`config.mk`:
```
export PLATFORM = sky130hd
export DESIGN_NAME = insn_step_seq
export DESIGN_NICKNAME = d
export VERILOG_FILES = /design/src/rtl/seq_pkg.sv /design/src/rtl/seq_fetch_len.sv /design/src/rtl/seq_exec_len.sv /design/src/rtl/insn_step_seq.sv
export SDC_FILE = /design/constraint.sdc
export NUM_CORES = 1
export LEC_CHECK = 0
export BUFFER_PORTS_ARGS = -buffer_cell sky130_fd_sc_hd__buf_4
export CAP_MARGIN = 20
export CORE_ASPECT_RATIO = 0.9
export CORE_MARGIN = 2
export CORE_UTILIZATION = 30
export CTS_CLUSTER_SIZE = 8
export DETAILED_ROUTE_END_ITERATION = 10
export SLEW_MARGIN = 20
export SYNTH_ARGS = -nofsm -noshare
export SYNTH_HDL_FRONTEND = slang
export SYNTH_SLANG_ARGS = --single-unit
```
`constraint.sdc`:
```
create_clock -name clk -period 4.7 [get_ports clk]
set_input_delay 0.94 -clock clk [delete_from_list [all_inputs] [get_ports clk]]
set_output_delay 0.94 -clock clk [all_outputs]
set_load 0.01 [all_outputs]
```
`src/rtl/seq_pkg.sv`:
```
package seq_pkg;

    typedef enum logic [2:0] {
        CLS_ALU    = 3'd0,
        CLS_BRANCH = 3'd1,
        CLS_MEM    = 3'd2,
        CLS_REG_RD = 3'd3,
        CLS_REG_WR = 3'd4,
        CLS_WAIT   = 3'd5,
        CLS_HALT   = 3'd6,
        CLS_EXT    = 3'd7
    } insn_class_e;

    typedef enum logic [1:0] {
        PH_HALTED = 2'd0,
        PH_FETCH  = 2'd1,
        PH_EXEC   = 2'd2
    } phase_e;

endpackage

```
`src/rtl/seq_fetch_len.sv`:
```
module seq_fetch_len
    import seq_pkg::*;
#(
    parameter int CNT_W       = 10,
    parameter int FETCH_SHORT = 2,
    parameter int FETCH_LONG  = 4
) (
    input  insn_class_e      prev_cls_i,
    output logic [CNT_W-1:0] len_o
);

    // Straight-line predecessors let the next word be read early.
    always_comb begin
        case (prev_cls_i)
            CLS_ALU, CLS_BRANCH: len_o = CNT_W'(FETCH_SHORT);
            default:             len_o = CNT_W'(FETCH_LONG);
        endcase
    end

endmodule

```
`src/rtl/seq_exec_len.sv`:
```
module seq_exec_len
    import seq_pkg::*;
#(
    parameter int CNT_W          = 10,
    parameter int WAIT_W         = 8,
    parameter int EXEC_ALU       = 2,
    parameter int EXEC_BRANCH    = 2,
    parameter int EXEC_MEM       = 4,
    parameter int EXEC_REG_RD    = 4,
    parameter int EXEC_REG_WR    = 8,
    parameter int EXEC_WAIT_BASE = 2,
    parameter int EXEC_HALT      = 2
) (
    input  insn_class_e       cls_i,
    input  logic [WAIT_W-1:0] wait_i,
    output logic [CNT_W-1:0]  len_o,
    output logic              ext_o
);

    always_comb begin
        ext_o = 1'b0;
        case (cls_i)
            CLS_ALU:    len_o = CNT_W'(EXEC_ALU);
            CLS_BRANCH: len_o = CNT_W'(EXEC_BRANCH);
            CLS_MEM:    len_o = CNT_W'(EXEC_MEM);
            CLS_REG_RD: len_o = CNT_W'(EXEC_REG_RD);
            CLS_REG_WR: len_o = CNT_W'(EXEC_REG_WR);
            CLS_WAIT:   len_o = CNT_W'(EXEC_WAIT_BASE) + CNT_W'(wait_i);
            CLS_HALT:   len_o = CNT_W'(EXEC_HALT);
            default: begin
                // Externally timed: length is set by the completion input.
                len_o = CNT_W'(1);
                ext_o = 1'b1;
            end
        endcase
    end

endmodule

```
`src/rtl/insn_step_seq.sv`:
```
module insn_step_seq
    import seq_pkg::*;
#(
    parameter int PC_W           = 11,
    parameter int WAIT_W         = 8,
    parameter int FETCH_SHORT    = 2,
    parameter int FETCH_LONG     = 4,
    parameter int EXEC_ALU       = 2,
    parameter int EXEC_BRANCH    = 2,
    parameter int EXEC_MEM       = 4,
    parameter int EXEC_REG_RD    = 4,
    parameter int EXEC_REG_WR    = 8,
    parameter int EXEC_WAIT_BASE = 2,
    parameter int EXEC_HALT      = 2
) (
    input  logic              clk,
    input  logic              rst_n,
    input  logic              start_i,
    input  logic [PC_W-1:0]   entry_pc_i,
    input  logic [2:0]        class_i,
    input  logic [WAIT_W-1:0] wait_cnt_i,
    input  logic              stall_i,
    input  logic              ext_done_i,
    input  logic              wake_en_i,
    output logic [PC_W-1:0]   pc_o,
    output logic              fetch_o,
    output logic              exec_o,
    output logic              halted_o,
    output logic              done_o,
    output logic [2:0]        class_o,
    output logic              timer_restart_o
);

    // Counter must hold the longest wait execute: base + 2^WAIT_W - 1.
    localparam int CNT_W = WAIT_W + 2;

    typedef struct packed {
        phase_e          phase;
        logic [PC_W-1:0] pc;
        insn_class_e     cls;
        logic            ext;
        logic [CNT_W-1:0] cnt;
        logic            restart;
    } seq_state_t;

    localparam seq_state_t RESET_ST = '{
        phase:   PH_HALTED,
        pc:      '0,
        cls:     CLS_ALU,
        ext:     1'b0,
        cnt:     '0,
        restart: 1'b0
    };

    seq_state_t st_d, st_q;

    insn_class_e      new_cls;
    logic [CNT_W-1:0] exec_len;
    logic             exec_ext;
    logic [CNT_W-1:0] fetch_len;
    logic             phase_end;

    assign new_cls = insn_class_e'(class_i);

    seq_exec_len #(
        .CNT_W          (CNT_W),
        .WAIT_W         (WAIT_W),
        .EXEC_ALU       (EXEC_ALU),
        .EXEC_BRANCH    (EXEC_BRANCH),
        .EXEC_MEM       (EXEC_MEM),
        .EXEC_REG_RD    (EXEC_REG_RD),
        .EXEC_REG_WR    (EXEC_REG_WR),
        .EXEC_WAIT_BASE (EXEC_WAIT_BASE),
        .EXEC_HALT      (EXEC_HALT)
    ) u_exec_len (
        .cls_i  (new_cls),
        .wait_i (wait_cnt_i),
        .len_o  (exec_len),
        .ext_o  (exec_ext)
    );

    // The fetch that follows an execute depends on the class just retired.
    seq_fetch_len #(
        .CNT_W       (CNT_W),
        .FETCH_SHORT (FETCH_SHORT),
        .FETCH_LONG  (FETCH_LONG)
    ) u_fetch_len (
        .prev_cls_i (st_q.cls),
        .len_o      (fetch_len)
    );

    always_comb begin
        st_d         = st_q;
        st_d.restart = 1'b0;
        phase_end    = 1'b0;
        done_o       = 1'b0;

        case (st_q.phase)
            PH_HALTED: begin
                if (start_i) begin
                    st_d.phase = PH_FETCH;
                    st_d.pc    = entry_pc_i;
                    st_d.cnt   = CNT_W'(FETCH_LONG - 1);
                end
            end

            PH_FETCH: begin
                if (!stall_i) begin
                    if (st_q.cnt == '0) begin
                        // Class and operand are captured in the last fetch cycle.
                        st_d.phase = PH_EXEC;
                        st_d.cls   = new_cls;
                        st_d.ext   = exec_ext;
                        st_d.cnt   = exec_len - CNT_W'(1);
                    end else begin
                        st_d.cnt = st_q.cnt - CNT_W'(1);
                    end
                end
            end

            PH_EXEC: begin
                if (!stall_i) begin
                    phase_end = st_q.ext ? ext_done_i : (st_q.cnt == '0);
                    if (phase_end) begin
                        done_o = 1'b1;
                        if (st_q.cls == CLS_HALT) begin
                            st_d.phase   = PH_HALTED;
                            st_d.restart = wake_en_i;
                        end else begin
                            st_d.phase = PH_FETCH;
                            st_d.pc    = st_q.pc + PC_W'(1);
                            st_d.cnt   = fetch_len - CNT_W'(1);
                        end
                    end else if (!st_q.ext) begin
                        st_d.cnt = st_q.cnt - CNT_W'(1);
                    end
                end
            end

            default: st_d = RESET_ST;
        endcase
    end

    always_ff @(posedge clk or negedge rst_n) begin
        if (!rst_n) begin
            st_q <= RESET_ST;
        end else begin
            st_q <= st_d;
        end
    end

    assign pc_o            = st_q.pc;
    assign fetch_o         = (st_q.phase == PH_FETCH);
    assign exec_o          = (st_q.phase == PH_EXEC);
    assign halted_o        = (st_q.phase == PH_HALTED);
    assign class_o         = st_q.cls;
    assign timer_restart_o = st_q.restart;

    // Resume loads the entry address and starts a fetch.
    AST_START_ENTRY: assert property (@(posedge clk) disable iff (!rst_n)
        (halted_o && start_i) |=> (fetch_o && pc_o == $past(entry_pc_i)));

    // The address never moves except at the end of an execute or on resume.
    AST_PC_HOLD: assert property (@(posedge clk) disable iff (!rst_n)
        (!halted_o && !done_o) |=> $stable(pc_o));

    AST_PC_STEP: assert property (@(posedge clk) disable iff (!rst_n)
        (done_o && class_o != 3'd6) |=> (fetch_o && pc_o == $past(pc_o) + PC_W'(1)));

    AST_HALT_PARKS: assert property (@(posedge clk) disable iff (!rst_n)
        (done_o && class_o == 3'd6) |=> (halted_o && !fetch_o && $stable(pc_o)));

    AST_RESTART_SRC: assert property (@(posedge clk) disable iff (!rst_n)
        timer_restart_o |-> (halted_o && $past(wake_en_i) && $past(done_o)));

    AST_RESTART_PULSE: assert property (@(posedge clk) disable iff (!rst_n)
        timer_restart_o |=> !timer_restart_o);

    AST_DONE_UNSTALLED: assert property (@(posedge clk) disable iff (!rst_n)
        done_o |-> (exec_o && !stall_i));

    AST_STALL_FREEZE: assert property (@(posedge clk) disable iff (!rst_n)
        (stall_i && !halted_o) |=> ($stable(fetch_o) && $stable(exec_o) && $stable(class_o)));

    AST_EXT_WAITS: assert property (@(posedge clk) disable iff (!rst_n)
        (exec_o && class_o == 3'd7 && !ext_done_i) |=> exec_o);

    AST_ONE_DONE: assert property (@(posedge clk) disable iff (!rst_n)
        done_o |=> !done_o);

endmodule

```
* Word level (Yosys, flattened, before mapping)
Cells that the tools add are included.
** Storage, ports and cells
- Register bits :: 28
- Input bits :: 28
- Output and inout bits :: 19
- Word-level logic and storage cells :: 73
** Operators by class
- Add/subtract/negate cells :: 5
- Equality and inequality tests :: 18
- Mux-type cells :: 29
- Bitwise gates (word level) :: 2
- Reductions and logical operators :: 13
** Operators by type and width (count)
- $mux 10 :: 5
- $pmux 10 s4 :: 1
- $mux 13 :: 3
- $pmux 11 s3 :: 1
- $pmux 10 s3 :: 1
- $sub 10x1->10 const B :: 3
- $mux 11 :: 2
- $reduce_and 5->1 :: 3
- $mux 14 :: 1
- $eq 3x3->1 const B :: 4
- $add 11x1->11 const B :: 1
- $logic_not 10->1 :: 1
- $add 2x8->9 const A :: 1
- $mux 1 :: 9
- $ne 2x2->1 const B :: 4
- $pmux 4 s2 :: 1
- $reduce_or 7->1 :: 1
- $eq 3x1->1 const B :: 2
- $eq 3x2->1 const B :: 2
- $logic_not 3->1 :: 2
- $pmux 2 s3 :: 1
- $reduce_or 2->1 :: 3
- $mux 2 :: 2
- $mux 4 :: 1
- other kinds (10) :: 12

* Longest topological paths before layout
- Depth after elaboration :: 8
- Gate-level depth with buffers :: 10
- Mapped depth without buffers :: 8

* Modules after synthesis
From an unflattened synthesis, not the netlist that was laid out.
** Unflattened totals
- Cell total of the unflattened synthesis :: 333
- Area, all modules :: 2706.3 um2
** Modules (own cells, without submodules)
- insn_step_seq :: instances 1, cells each 289, area an instance 2434.8 um2
- seq_exec_len :: instances 1, cells each 33, area an instance 197.7 um2
- seq_fetch_len :: instances 1, cells each 11, area an instance 73.8 um2

* Worst setup path after synthesis
No wires, ideal clock.
- Path kind :: register to output
- Start :: reg st_q[1] (netlist name)
- End :: out done_o
- Data arrival time :: 1.931 ns
- Data required time :: 3.760 ns
- Setup slack :: 1.829 ns
- Cell stages (with the launch flop) :: 6
- Path buffers :: 0
- Cell sequence :: dfrtp_1 inv_1 ha_1 or3b_2 o41a_4 nor3_1
** On the way
- Word-level cells in the longest chain between the ends :: 5
** Ends and longest elaborated chain
- start: declaration :: line insn_step_seq.sv:55 : seq_state_t st_d, st_q;
- start signal: assignment :: line insn_step_seq.sv:148 : st_q <= st_d;
- $logic_not 10->1 :: line insn_step_seq.sv:123 : phase_end = st_q.ext ? ext_done_i : (st_q.cnt == '0);
- $mux 1 :: line insn_step_seq.sv:123
- $mux 1 :: line insn_step_seq.sv:124 : if (phase_end) begin
- $mux 1 :: line insn_step_seq.sv:122 : if (!stall_i) begin
- $mux 1 :: line insn_step_seq.sv:98 : case (st_q.phase)
- end: declaration :: line insn_step_seq.sv:29 : output logic done_o,
No other way between the ends.

* Worst setup path after layout
Ends and elaborated chain as after synthesis.

==> results by group <==
Worst setup path
  • Startpoint types: flop
  • Crit end category: output port
  • Top fanout value on the critical path: 7
  • Crit Path Class: reg2out
  • Arr. time, crit path: 2.45 ns
  • Worst path required time: 3.76 ns

Timing
  • Final hold vios: 0
  • Setup TNS: 0 ns
  • Worst Clk Skew: 0.00308 ns
  • Final setup fails: 0
  • Worst Max-Slew Pin Slew: 0.820 ns
  • Slew Limit Headroom: 45.3%
  • Unrepaired setup endpoints after global routing: no
  • Final Max Slew Viols: 0
  • Fin crit period: 3.39 ns
  • FMAX: 0.295 GHz
  • Post-route clock period utilization: 72.2%
  • Final WS setup: 1.31 ns
  • Fin Hold WS: 0.539 ns

Clock network
  • CTS Buf Count: 3
  • Worst skew pair latency: 0.27 ns
  • Post-CTS Setup Inserts: 0
  • Sink Count: 28
  • Clock Path Buffers: 2
  • CTS H-tree lvls: 1
  • Post-CTS sizing: 0
  • CTS tree: built
  • Hold_buf cts: 0
  • Reg clk slew, reported paths: 0.09 ns
  • CTS root buffer: clkbuf_8

Finish
  • Antenna diodes: 0
  • Share of cells above drive strength 1: 17.7%
  • FILL cells: 839
  • Design area: 0.00276 mm2
  • Fin util: 34.7%
  • Final net count: 368
  • Cell Count, Final, Fillers Out: 433
  • Area growth, synth to finish: 14.0%

Placed design
  • Post-place instance area: 0.00272 mm2
  • PortBufs: 46
  • GPL Wtd Cong: 0.883
  • Pre-CTS WS: 1.59 ns
  • DP HPWL: 4920 um
  • DP Cell Count: 430

GRT
  • Gr usage total: 14.7%
  • GRT busiest layer: met2
  • Global-route wire length before repair: 10700 um
  • Met2 Use GR: 24.3%
  • Initial antenna violation count: 0
  • Largest net degree at the start of global routing: 29
  • Met3 GRT Util: 2.19%
  • M1 GR Usage: 20.4%
  • Vias in the first global route: 2256
  • GRT overflow: 0

Yosys
  • Post-synth EDFFs: 0
  • Prevailing post-synth register cell: dfrtp_1
  • Combinational family with the most area after synthesis: compound AO/OA/AOI/OAI gates
  • Cell area after synthesis: 0.00242 mm2
  • Ys Warns: 0
  • Post-Synth XOR/XNOR Area: 5.06%
  • Adder-Cell Fraction of Synth Area: 2.07%
  • Complex-gate fraction of the synthesized area: 27.2%
  • Mean post-synth cell area: 7.74 um2
  • Synth async-reset ratio: 100%
  • Mapped Nets: 345
  • Synth Area in Simple Gates: 26.1%
  • Mux share of post-synthesis cell area: 1.71%
  • Synth Register Bits: 28
  • Sequential-to-total area share from yosys stat: 28.9%
  • Synth cell types: 57
  • Cells after Synth: 313

Pwr
  • VDD IR max: 0.222 mV
  • Power share of the sequential group: 40.4%
  • Total power: 1.06 mW
  • Clk pwr share: 12.4%
  • Leak: 1.15 nW
  • Power Dens Cells: 383 mW/mm2
  • Internal: 0.606 mW
  • Sw Ratio: 42.6%
  • Comb power frac: 47.2%
  • Net Switching: 0.450 mW

Worst hold path
  • Worst Hold Class: reg2reg

Run status
  • Status: complete, no violations

Detailed routing
  • Residual DRC count: 0
  • Post-DRT Antenna Nets: 0
  • Final WL: 6430 um
  • Via density: 5.49
  • Drt pass-1 iters: 4
  • 1st-iter DRT viols: 173
  • Routed WL per cell: 14.8 um
  • Via Count: 2377

Floorplan
  • # IOs: 47
  • Core area: 0.00795 mm2
  • Initial Util: 30.4%
  • Die Y: 89.2 um
  • Rows: 31
  • Chip width: 98.7 um
  • DIE AREA: 0.00881 mm2

Run
  • Max cap viols: 0
==> final cells by class <==
| cell class | instances | area, um2 | share of cell area (%) |
|---|---|---|---|
| inverters | 12 | 45.0 | 1.63 |
| clock buffers | 3 | 41.3 | 1.50 |
| flip-flops and latches | 28 | 701 | 25.4 |
| repair buffers | 46 | 345 | 12.5 |
| multi-input cells | 245 | 1500 | 54.5 |
| well taps | 99 | 124 | 4.49 |
==> registers in the layout, summed over array words and instances (netlist names) <==
| register | flops |
|---|---|
| pc_o | 11 |
| st_q | 13 |
| timer_restart_o | 1 |
| class_o | 3 |
==> critical path, stage by stage (launching register included) <==
cell     delay, ns
dfrtp_1       0.43
inv_1         0.12
ha_1          0.25
or3b_2        0.50
o41a_4        0.50
nor3_1        0.21
buf_4         0.17
==> cells in the final DEF, fill, tap and decap left out, types with 4 or more instances in the layout <==
cell	count
a31oi_1	12
o31ai_1	6
inv_1	12
o211ai_1	4
buf_4	46
nand3_1	10
dfrtp_1	28
a221oi_1	5
nand2_1	30
o21a_1	4
xnor2_1	8
nand2b_1	8
and3_1	5
a21oi_1	19
ha_1	4
o21ai_0	20
nor3_1	13
nor2b_1	5
nor2_1	34
xor2_1	6
==> routing by layer <==
layer	routed length, um	vias up
met1	3120	1120
li1	-	1180
met3	323	8
met4	86	0
met2	2890	69
met5	0	-
==> power by group through the flow <==
stage	sequential (mW)	clock, mW	combinational (mW)
2_1_floorplan	0.387	0	0.423
3_3_place_gp	0.432	0	0.496
3_5_place_dp	0.430	0	0.499
4_1_cts	0.425	0.138	0.500
5_1_grt	0.445	0.150	0.564
6_report	0.427	0.131	0.498
==> cell families after synthesis <==
group	count (synthesis)
adder cells (fa/ha/maj)	4
AND/OR/NAND/NOR	126
XOR/XNOR	14
multiplexers	4
flip-flops	28
buffers and inverters	40
AO/OA/AOI/OAI	97
==> final timing paths <==
path | slack (ns) | end | from | cells past startpoint
worst max-delay path | 1.31 | done_o | st_q[1] | 6
worst min-delay path | 0.54 | st_q[2] | st_q[2] | 1
worst max register to register | 1.52 | st_q[6] | st_q[1] | 8
worst min register to register | 0.54 | st_q[2] | st_q[2] | 1
max in group asynchronous | 3.85 | st_q[6] | rst_n | 1
min in group asynchronous | 0.57 | pc_o[1] | rst_n | 1
==> cell usage after synthesis (all sizes together) (2+ instances only) <==
cell type	n	share of area [%]
nor2b	5	1.3
nand2	30	4.7
o311ai	3	1.1
o211ai	4	1.2
buf	18	5.5
clkbuf	10	1.6
dfrtp	28	29
a22o	3	1.1
o41ai	3	1.4
xor2	6	2.2
o31ai	6	1.9
a31oi	12	3.1
mux2i	3	1.2
and3	5	1.3
a21oi	19	3.9
a211oi	3	0.93
nor4	4	1.7
o21ai	21	4.3
inv	12	1.9
nand3	10	2.1
nor2	35	5.5
ha	4	2.1
o21a	4	1.2
xnor2	8	2.9
o22ai	3	0.78
or2	3	0.78
a221oi	5	1.8
or4	2	0.78
nand4	3	0.78
nor3	13	2.7
nor3b	2	0.62
nand2b	8	2.1
(Power assumes the default switching activity.)
